### config.mk
export PLATFORM = sky130hd
export DESIGN_NAME = brev_wagu
export DESIGN_NICKNAME = d
export VERILOG_FILES = /design/src/rtl/brev_pkg.sv /design/src/rtl/brev_cfg_reg.sv /design/src/rtl/brev_qualify.sv /design/src/rtl/brev_rcadd.sv /design/src/rtl/brev_lin_agu.sv /design/src/rtl/brev_wagu.sv
export SDC_FILE = /design/constraint.sdc
export NUM_CORES = 1
export LEC_CHECK = 0
export BUFFER_PORTS_ARGS = -buffer_cell sky130_fd_sc_hd__buf_4
export CAP_MARGIN = 20
export CORE_MARGIN = 5
export CORE_UTILIZATION = 60
export DETAILED_ROUTE_END_ITERATION = 8
export PLACE_DENSITY_LB_ADDON = 0.05
export SYNTH_ARGS = -nofsm -noshare
export SYNTH_HDL_FRONTEND = slang
export SYNTH_SLANG_ARGS = --single-unit
### constraint.sdc
create_clock -name clk -period 11.9 [get_ports clk]
set_input_delay 1.19 -clock clk [delete_from_list [all_inputs] [get_ports clk]]
set_output_delay 1.19 -clock clk [all_outputs]
set_load 0.1 [all_outputs]
### src/rtl/brev_pkg.sv
package brev_pkg;

   typedef enum logic [2:0] {
      AM_IND     = 3'd0,
      AM_POSTINC = 3'd1,
      AM_PREINC  = 3'd2,
      AM_POSTDEC = 3'd3,
      AM_PREDEC  = 3'd4
   } amode_e;

   localparam int MODE_W = 3;

   function automatic amode_e decode_mode(input logic [MODE_W-1:0] code);
      amode_e m;
      case (code)
         3'd1:    m = AM_POSTINC;
         3'd2:    m = AM_PREINC;
         3'd3:    m = AM_POSTDEC;
         3'd4:    m = AM_PREDEC;
         default: m = AM_IND;
      endcase
      return m;
   endfunction

endpackage

### src/rtl/brev_cfg_reg.sv
module brev_cfg_reg #(
   parameter int PIV_W = 15
) (
   input  logic             clk,
   input  logic             rst_n,
   input  logic             we,
   input  logic [PIV_W:0]   wdata,
   output logic             en,
   output logic [PIV_W-1:0] pivot
);

   if (PIV_W < 1) begin : g_bad_piv
      $error("brev_cfg_reg: PIV_W must be at least 1");
   end

   always_ff @(posedge clk or negedge rst_n) begin
      if (!rst_n) begin
         en    <= 1'b0;
         pivot <= '0;
      end else if (we) begin
         en    <= wdata[PIV_W];
         pivot <= wdata[PIV_W-1:0];
      end
   end

   // a configuration write is visible on the next cycle
   p_cfg_load_r2: assert property (@(posedge clk) disable iff (!rst_n)
      we |=> (en == $past(wdata[PIV_W])) && (pivot == $past(wdata[PIV_W-1:0])));

   p_cfg_hold_r2: assert property (@(posedge clk) disable iff (!rst_n)
      !we |=> $stable(en) && $stable(pivot));

endmodule

### src/rtl/brev_qualify.sv
module brev_qualify
   import brev_pkg::*;
#(
   parameter int SEL_W     = 4,
   parameter int STACK_SEL = 15
) (
   input  logic             en,
   input  logic [SEL_W-1:0] sel,
   input  amode_e           mode,
   input  logic             is_write,
   input  logic             is_word,
   output logic             active,
   output logic             pre_mode
);

   localparam logic [SEL_W-1:0] STACK_CODE = SEL_W'(STACK_SEL);

   if (STACK_SEL >= (1 << SEL_W)) begin : g_bad_stack
      $error("brev_qualify: STACK_SEL does not fit in SEL_W bits");
   end

   logic inc_mode;
   logic not_stack;

   always_comb begin
      inc_mode  = (mode == AM_POSTINC) || (mode == AM_PREINC);
      not_stack = (sel != STACK_CODE);
      active    = en && not_stack && inc_mode && is_write && is_word;
      pre_mode  = (mode == AM_PREINC);
   end

   // the stack pointer never qualifies
   always_comb begin
      if (sel == STACK_CODE) begin
         p_stack_excluded_r3: assert (!active);
      end
   end

endmodule

### src/rtl/brev_rcadd.sv
module brev_rcadd #(
   parameter int AW    = 16,
   parameter int STYLE = 0
) (
   input  logic [AW-1:0] a,
   input  logic [AW-1:0] b,
   output logic [AW-1:0] sum
);

   if (STYLE != 0 && STYLE != 1) begin : g_bad_style
      $error("brev_rcadd: STYLE must be 0 or 1");
   end

   if (STYLE == 0) begin : g_ripple_down
      // carry moves from the top bit toward bit 0
      always_comb begin
         logic cy;
         cy  = 1'b0;
         sum = '0;
         for (int i = AW - 1; i >= 0; i--) begin
            sum[i] = a[i] ^ b[i] ^ cy;
            cy     = (a[i] & b[i]) | (a[i] & cy) | (b[i] & cy);
         end
      end
   end else begin : g_mirror_add
      // mirror both operands, add normally, mirror the result back
      logic [AW-1:0] ra;
      logic [AW-1:0] rb;
      logic [AW-1:0] rs;
      for (genvar g = 0; g < AW; g++) begin : g_mir
         assign ra[g]        = a[AW-1-g];
         assign rb[g]        = b[AW-1-g];
         assign sum[AW-1-g]  = rs[g];
      end
      assign rs = ra + rb;
   end

endmodule

### src/rtl/brev_lin_agu.sv
module brev_lin_agu
   import brev_pkg::*;
#(
   parameter int AW = 16
) (
   input  logic [AW-1:0] ptr,
   input  amode_e        mode,
   input  logic          is_word,
   output logic [AW-1:0] ea,
   output logic [AW-1:0] wb,
   output logic          wbe
);

   localparam logic [AW-1:0] STEP_W = AW'(2);
   localparam logic [AW-1:0] STEP_B = AW'(1);

   logic [AW-1:0] step;
   logic [AW-1:0] up;
   logic [AW-1:0] dn;

   always_comb begin
      step = is_word ? STEP_W : STEP_B;
      up   = ptr + step;
      dn   = ptr - step;
      case (mode)
         AM_POSTINC: begin ea = ptr; wb = up; wbe = 1'b1; end
         AM_PREINC:  begin ea = up;  wb = up; wbe = 1'b1; end
         AM_POSTDEC: begin ea = ptr; wb = dn; wbe = 1'b1; end
         AM_PREDEC:  begin ea = dn;  wb = dn; wbe = 1'b1; end
         default:    begin ea = ptr; wb = ptr; wbe = 1'b0; end
      endcase
   end

endmodule

### src/rtl/brev_wagu.sv
module brev_wagu
   import brev_pkg::*;
#(
   parameter int AW        = 16,
   parameter int PIV_W     = 15,
   parameter int SEL_W     = 4,
   parameter int STACK_SEL = 15,
   parameter int RC_STYLE  = 0
) (
   input  logic             clk,
   input  logic             rst_n,
   input  logic             cfg_we,
   input  logic [PIV_W:0]   cfg_wdata,
   input  logic             req_valid,
   input  logic [AW-1:0]    req_ptr,
   input  logic [SEL_W-1:0] req_sel,
   input  logic [2:0]       req_mode,
   input  logic             req_write,
   input  logic             req_word,
   output logic             out_valid,
   output logic [AW-1:0]    out_ea,
   output logic [AW-1:0]    out_wb_data,
   output logic             out_wb_en,
   output logic             out_brev
);

   localparam int MOD_W = PIV_W + 1;

   if (AW < MOD_W) begin : g_bad_aw
      $error("brev_wagu: AW must hold the scaled pivot");
   end

   logic             cfg_en;
   logic [PIV_W-1:0] cfg_pivot;
   amode_e           mode;
   logic             act;
   logic             pre;
   logic [AW-1:0]    modifier;
   logic [AW-1:0]    ptr_al;
   logic [AW-1:0]    rc_sum;
   logic [AW-1:0]    rc_al;
   logic [AW-1:0]    lin_ea;
   logic [AW-1:0]    lin_wb;
   logic             lin_wbe;
   logic [AW-1:0]    nxt_ea;
   logic [AW-1:0]    nxt_wb;
   logic             nxt_wbe;

   assign mode = decode_mode(req_mode);

   brev_cfg_reg #(.PIV_W(PIV_W)) u_cfg (
      .clk   (clk),
      .rst_n (rst_n),
      .we    (cfg_we),
      .wdata (cfg_wdata),
      .en    (cfg_en),
      .pivot (cfg_pivot)
   );

   brev_qualify #(.SEL_W(SEL_W), .STACK_SEL(STACK_SEL)) u_qual (
      .en       (cfg_en),
      .sel      (req_sel),
      .mode     (mode),
      .is_write (req_write),
      .is_word  (req_word),
      .active   (act),
      .pre_mode (pre)
   );

   // pivot is a word count; scale it to a byte modifier
   assign modifier = AW'({cfg_pivot, 1'b0});
   assign ptr_al   = {req_ptr[AW-1:1], 1'b0};

   brev_rcadd #(.AW(AW), .STYLE(RC_STYLE)) u_rc (
      .a   (ptr_al),
      .b   (modifier),
      .sum (rc_sum)
   );

   assign rc_al = {rc_sum[AW-1:1], 1'b0};

   brev_lin_agu #(.AW(AW)) u_lin (
      .ptr     (req_ptr),
      .mode    (mode),
      .is_word (req_word),
      .ea      (lin_ea),
      .wb      (lin_wb),
      .wbe     (lin_wbe)
   );

   always_comb begin
      if (act) begin
         nxt_ea  = pre ? rc_al : ptr_al;
         nxt_wb  = rc_al;
         nxt_wbe = 1'b1;
      end else begin
         nxt_ea  = lin_ea;
         nxt_wb  = lin_wb;
         nxt_wbe = lin_wbe;
      end
   end

   always_ff @(posedge clk or negedge rst_n) begin
      if (!rst_n) begin
         out_valid   <= 1'b0;
         out_ea      <= '0;
         out_wb_data <= '0;
         out_wb_en   <= 1'b0;
         out_brev    <= 1'b0;
      end else begin
         out_valid   <= req_valid;
         out_ea      <= nxt_ea;
         out_wb_data <= nxt_wb;
         out_wb_en   <= req_valid && nxt_wbe;
         out_brev    <= req_valid && act;
      end
   end

   // one-cycle latency and strobe qualification
   p_valid_lat_r9: assert property (@(posedge clk) disable iff (!rst_n)
      req_valid |=> out_valid);
   p_idle_lat_r9: assert property (@(posedge clk) disable iff (!rst_n)
      !req_valid |=> !out_valid && !out_wb_en);

   // reversed addresses are word aligned
   p_ea_align_r7: assert property (@(posedge clk) disable iff (!rst_n)
      out_brev |-> (out_ea[0] == 1'b0) && (out_wb_data[0] == 1'b0));

   // stack pointer requests never reverse
   p_no_stack_r3: assert property (@(posedge clk) disable iff (!rst_n)
      req_valid && (req_sel == SEL_W'(STACK_SEL)) |=> !out_brev);

   // pre-increment writes with the new pointer
   p_pre_same_r6: assert property (@(posedge clk) disable iff (!rst_n)
      req_valid && (req_mode == 3'd2) |=> out_brev -> (out_ea == out_wb_data));

   // post-increment writes with the old aligned pointer
   p_post_old_r5: assert property (@(posedge clk) disable iff (!rst_n)
      req_valid && (req_mode == 3'd1) |=>
         out_brev -> (out_ea == {$past(req_ptr[AW-1:1]), 1'b0}));

endmodule

Word-level counts from Yosys, hierarchy flattened
Cells that the tools add are included.

Flip-flop bits (word level): 51. Input bits: 45. Output and inout port bits: 35.

Muxes and demuxes: 9. Bitwise logic cells: 95. Add/subtract/negate cells: 2. Equality and inequality tests: 9. Reduce and logical (&&, ||, !) cells: 10.

Operator list (number): case mux 16 bit (2 select lines) (2); two-way mux 16 bit (3); bitwise AND 1 bit (40); XOR 1 bit (29); OR 1 bit (26); adder 16 bit (1); subtractor 16 bit (1); equality test 3 x 2 -> 1 bit (second input constant) (4); case mux 3 bit (4 select lines) (1); equality test 3 x 1 -> 1 bit (second input constant) (2); equality test 3 bit (second input constant) (2); logical AND 1 bit (6); != test 4 bit (second input constant) (1); OR reduction 2 bit (2); OR reduction 4 bit (1); two-way mux 1 bit (2); two-way mux 2 bit (1); logical OR 1 bit (1).

Logic depth before layout (Yosys ltp)
Depth after elaboration: 43. Depth in mapped cells: 18. Depth with buffers taken out: 18.

Hierarchy
A second synthesis with hierarchy kept.

Cell total of the unflattened synthesis: 344. Area total of the unflattened synthesis: 3713.6 um2.

By module, submodules not included: brev_wagu (cells an instance 110, sequential area each 875.8 um2, area each 1437.6 um2, instances 1); brev_lin_agu (cells an instance 179, sequential area each 0.0 um2, area each 1251.2 um2, instances 1); brev_cfg_reg (cells an instance 34, sequential area each 400.4 um2, area each 649.4 um2, instances 1); brev_rcadd (cells an instance 16, sequential area each 0.0 um2, area each 316.6 um2, instances 1); brev_qualify (cells an instance 5, sequential area each 0.0 um2, area each 58.8 um2, instances 1).

Worst setup path before layout
OpenSTA, ideal clock, no wires.

Path kind: input-to-reg. Start: input port req_ptr[15]. End: register out_ea[1]. Arrival time: 6826 ps. Setup time: 83 ps. Stages: 18. Path slack: 4991 ps. Buffers on the path: 0. Cell sequence: ha_1 -> fa_1 -> fa_1 -> fa_1 -> fa_1 -> fa_1 -> fa_1 -> fa_1 -> fa_1 -> fa_1 -> fa_1 -> fa_1 -> fa_1 -> fa_1 -> xor2_1 -> nand2_1 -> xor2_1 -> o21ai_0.

Longest elaborated chain between the ends: 43. Elaborated cells between the ends (all ways): 56. Those cells by class: 2 x mux; 54 x bitwise.

RTL lines: from (decl) (line brev_wagu.sv:15) `input logic [AW-1:0] req_ptr,`; bitwise AND 1 bit * (line brev_rcadd.sv:22) `cy = (a[i] & b[i]) | (a[i] & cy) | (b[i] & cy);`; bitwise AND 1 bit (line brev_rcadd.sv:22); OR 1 bit (line brev_rcadd.sv:22); OR 1 bit * (line brev_rcadd.sv:22); bitwise AND 1 bit (line brev_rcadd.sv:22); OR 1 bit (line brev_rcadd.sv:22); OR 1 bit * (line brev_rcadd.sv:22); bitwise AND 1 bit (line brev_rcadd.sv:22); [28 not listed]; OR 1 bit * (line brev_rcadd.sv:22); bitwise AND 1 bit (line brev_rcadd.sv:22); OR 1 bit (line brev_rcadd.sv:22); OR 1 bit * (line brev_rcadd.sv:22); XOR 1 bit * (line brev_rcadd.sv:21) `sum[i] = a[i] ^ b[i] ^ cy;`; two-way mux 16 bit * (line brev_wagu.sv:93) `nxt_ea = pre ? rc_al : ptr_al;`; two-way mux 16 bit * (line brev_wagu.sv:92) `if (act) begin`; via nxt_ea[1] (line brev_wagu.sv:45) `logic [AW-1:0] nxt_ea;`; to (signal assigned) (line brev_wagu.sv:112) `out_ea <= nxt_ea;`; to (decl) (line brev_wagu.sv:21) `output logic [AW-1:0] out_ea,`.

Mark *: on every way through the listed nets, which the timed path passes. The rest lies on a longest branch. A chain may end at the register's enable or synchronous reset.

Worst setup path after layout
Same ends and word-level chain as after synthesis.

==> flow_metrics.tcl <==
set metrics [dict create \
    wire_per_inst_um 20.1 \
    initial_utilization_pct 62.1 \
    ant_nets 0 \
    drc 0 \
    crit_type "primary input to register" \
    grt_pass1_vias 3527 \
    finish.utilization_pct 73.5 \
    postSynthCellCount 407 \
    via_per_inst 6.65 \
    postCtsHoldBufs 0 \
    cap_viol_max_count 0 \
    dpl.hpwl_um 8030 \
    synth.area.top_cells "dfrtp_1, fa_1, mux2_2" \
    fin_skew_ps 11.8 \
    cp_top_family "adder cells" \
    setup_slack_ps 4740 \
    power_density_nw_per_um2 121 \
    antenna_found_initial 0 \
    io_buffers 79 \
    final.setup.tns_ps 0 \
    cts_tree "built" \
    gr-total-overflow 0 \
    total_power_uw 528 \
    die_w_um 88.5 \
    worstMarginPinSlew_ps 977 \
    drtIter0Drc 418 \
    start_kind "primary input" \
    routed_wl_um 10800 \
    p_leak_nw 1.78 \
    cp_slowest_cell "fa_1" \
    cp_common_cell "fa_1" \
    fin_crit_ps 7160 \
    syn_area_per_cell_um2 9.08 \
    maxSlewViolCount 0 \
    synth_seq_cells 51 \
    rows 28 \
    fmax_mhz 140 \
    postCtsSetupRepairBufs 0 \
    hp-class "register to register" \
    critPathRequiredTime_ps 12120 \
    grt_max_degree 52 \
    clock_sinks 51 \
    yosys.area.top_type "dfrtp_1" \
    slowest_delay_ps 440 \
    antennaDiodeCount 0 \
    synth_area_um2 3700 \
    clk_pin_slew_ps 90 \
    synth_nets 472 \
    cp_max_fo 7 \
    grt_first_pass_wirelength_um 17600 \
    r2r-start "u_cfg.pivot[14]$_DFFE_PN0P_" \
    fin_crit_sh_pct 60.2 \
    num-nets-final 529 \
    setup_viol 0 \
    synth_top_cell_area_share_pct 34.5 \
    hp-start "u_cfg.pivot[7]$_DFFE_PN0P_" \
    cp-startpoint "req_ptr[15]" \
    postSynth.asyncResetShare_pct 100 \
    crit_path_end_kind "register" \
    coreArea_um2 5960 \
    drive_above_1_share_pct 24.8 \
    synth_edf_count 0 \
    status "finished, final reports clean" \
    ys_warn_count 0 \
    vdd_drop_max_mv 0.0956 \
    postCtsResizedCells 0 \
    htreeDepth 2 \
    grt.total_usage_pct 29.4 \
    critPathBufInv 1 \
    relSlewSlack_pct 34.8 \
    rsz0062_at_grt "false" \
    ys_types 61 \
    final-hold-violation-count 0 \
    die-area_um2 7830 \
    dpl_worst_slack_ps 4440 \
    ys_seq_area_share_pct 34.5 \
    numCtsBuffers 5 \
    die_h_um 88.5 \
    cts_root_buffer "clkbuf_8" \
    via_count 3587 \
    globalplace.congestion 0.945 \
    cts_buffer_depth 2 \
    drtPass1Iterations 5 \
    insertion_delay_ps 310 \
    synth_ff_type "dfrtp_1" \
    area_delta_synth_final_pct 18.5 \
    worst_ep_arrival_time_ps 7380 \
    crit_chain "buf_4 -> ha_1 -> fa_1 -> fa_1 -> fa_1 -> fa_1 -> fa_1 -> fa_1 -> fa_1 -> fa_1 -> fa_1 -> fa_1 -> fa_1 -> fa_1 -> fa_1 -> xor2_1 -> nand2_1 -> xor2_1 -> o21ai_0" \
    ios 80 \
]
## layout make-up
class | instances | area [um^2]
well taps | 75 | 93.8
clock inverters | 1 | 30.0
clock buffers | 6 | 72.6
inverters | 9 | 33.8
flip-flops and latches | 51 | 1280
fillers | 476 | 1580
repair buffers | 81 | 608
multi-input cells | 316 | 2260
## Yosys cell counts, types with 2 or more instances
cell / instances
dfrtp_1: 51
nor2_1: 35
nand2_1: 31
o21ai_0: 30
a21oi_1: 23
clkbuf_1: 19
nand3_1: 18
mux2_2: 17
fa_1: 15
xor2_1: 10
inv_1: 9
nor3_1: 9
nand2b_1: 8
nor2b_1: 7
and3_1: 6
buf_1: 6
nand4_1: 6
o211ai_1: 6
xnor2_1: 6
a211oi_1: 5
ha_1: 5
o22ai_1: 5
o31ai_1: 5
a221o_1: 4
a22oi_1: 4
a31oi_1: 4
and2_1: 4
buf_2: 4
nor3b_1: 4
nor4_1: 4
o221ai_1: 4
a221oi_1: 3
and4_1: 3
a21bo_2: 2
a32o_1: 2
a32oi_1: 2
mux2i_1: 2
nand3b_1: 2
o311ai_0: 2
or2_2: 2
or3_1: 2
or3_4: 2
## power breakdown
part           internal, mW  leakage, nW  switching, mW
sequential            0.190        0.600        0.00840
clock                0.0618       0.0513         0.0581
combinational        0.0599         1.13          0.150
## registers in the layout, indices dropped and copies added, names as in the netlist
register / count
out_wb_en: 1
out_ea: 16
u_cfg.en: 1
out_wb_data: 16
out_brev: 1
out_valid: 1
u_cfg.pivot: 15
## metrics by stage
| step | instances | area (um^2) | hold slack [ps] |
|---|---|---|---|
| finish | 539 | 4380 | 549 |
| detailed placement | 532 | 4280 | 536 |
| CTS | 539 | 4380 | 556 |
| global route | 539 | 4380 | 581 |
| global placement | 532 | 4280 | 527 |
| floorplan | 407 | 3700 | 480 |
## cells in the final DEF, fill, tap and decap left out, types with 3 or more instances in the layout
master	instances
a211oi_1	5
a21oi_1	23
a221o_1	4
a221oi_1	3
a22oi_1	4
a31oi_1	4
and2_1	4
and3_1	6
and4_1	3
buf_4	81
clkbuf_8	5
dfrtp_1	51
fa_1	15
ha_1	5
inv_1	9
mux2_2	17
nand2_1	31
nand2b_1	8
nand3_1	18
nand4_1	6
nor2_1	35
nor2b_1	7
nor3_1	9
nor3b_1	4
nor4_1	4
o211ai_1	6
o21ai_0	30
o221ai_1	4
o22ai_1	5
o31ai_1	5
xnor2_1	6
xor2_1	10
## layer usage
metal / up-vias / track usage, % / share of wire (%)
met1: 1712 / 40.5 / 42
met5: - / 0 / 0
met2: 244 / 44.9 / 45
met3: 35 / 6.42 / 10
li1: 1596 / - / -
met4: 0 / 12.8 / 3.3
## cell families (layout without fill, tap and decap cells)
family                     after synthesis  in the layout  synth area share [%]
and+or+nand+nor                        148            148                  21.2
AOI/OAI and AO/OA                      113            113                  20.5
DFF                                     51             51                  34.5
buffers and inverters                   40             97                  4.43
adders and majority gates               20             20                  9.82
muxes                                   19             19                  5.72
xor gates and xnor gates                16             16                  3.79
## final timing paths
kind | to | slack (ps) | depth (start not counted)
max | out_ea[1]$_DFF_PN0_ | 4740 | 19
min | u_cfg.pivot[7]$_DFFE_PN0P_ | 550 | 1
max reg2reg | out_ea[1]$_DFF_PN0_ | 5360 | 18
min reg2reg | u_cfg.pivot[7]$_DFFE_PN0P_ | 550 | 1
max in group asynchronous | u_cfg.pivot[11]$_DFFE_PN0P_ | 10570 | 1
min in group asynchronous | out_valid$_DFF_PN0_ | 900 | 1
(Power assumes the default switching activity.)
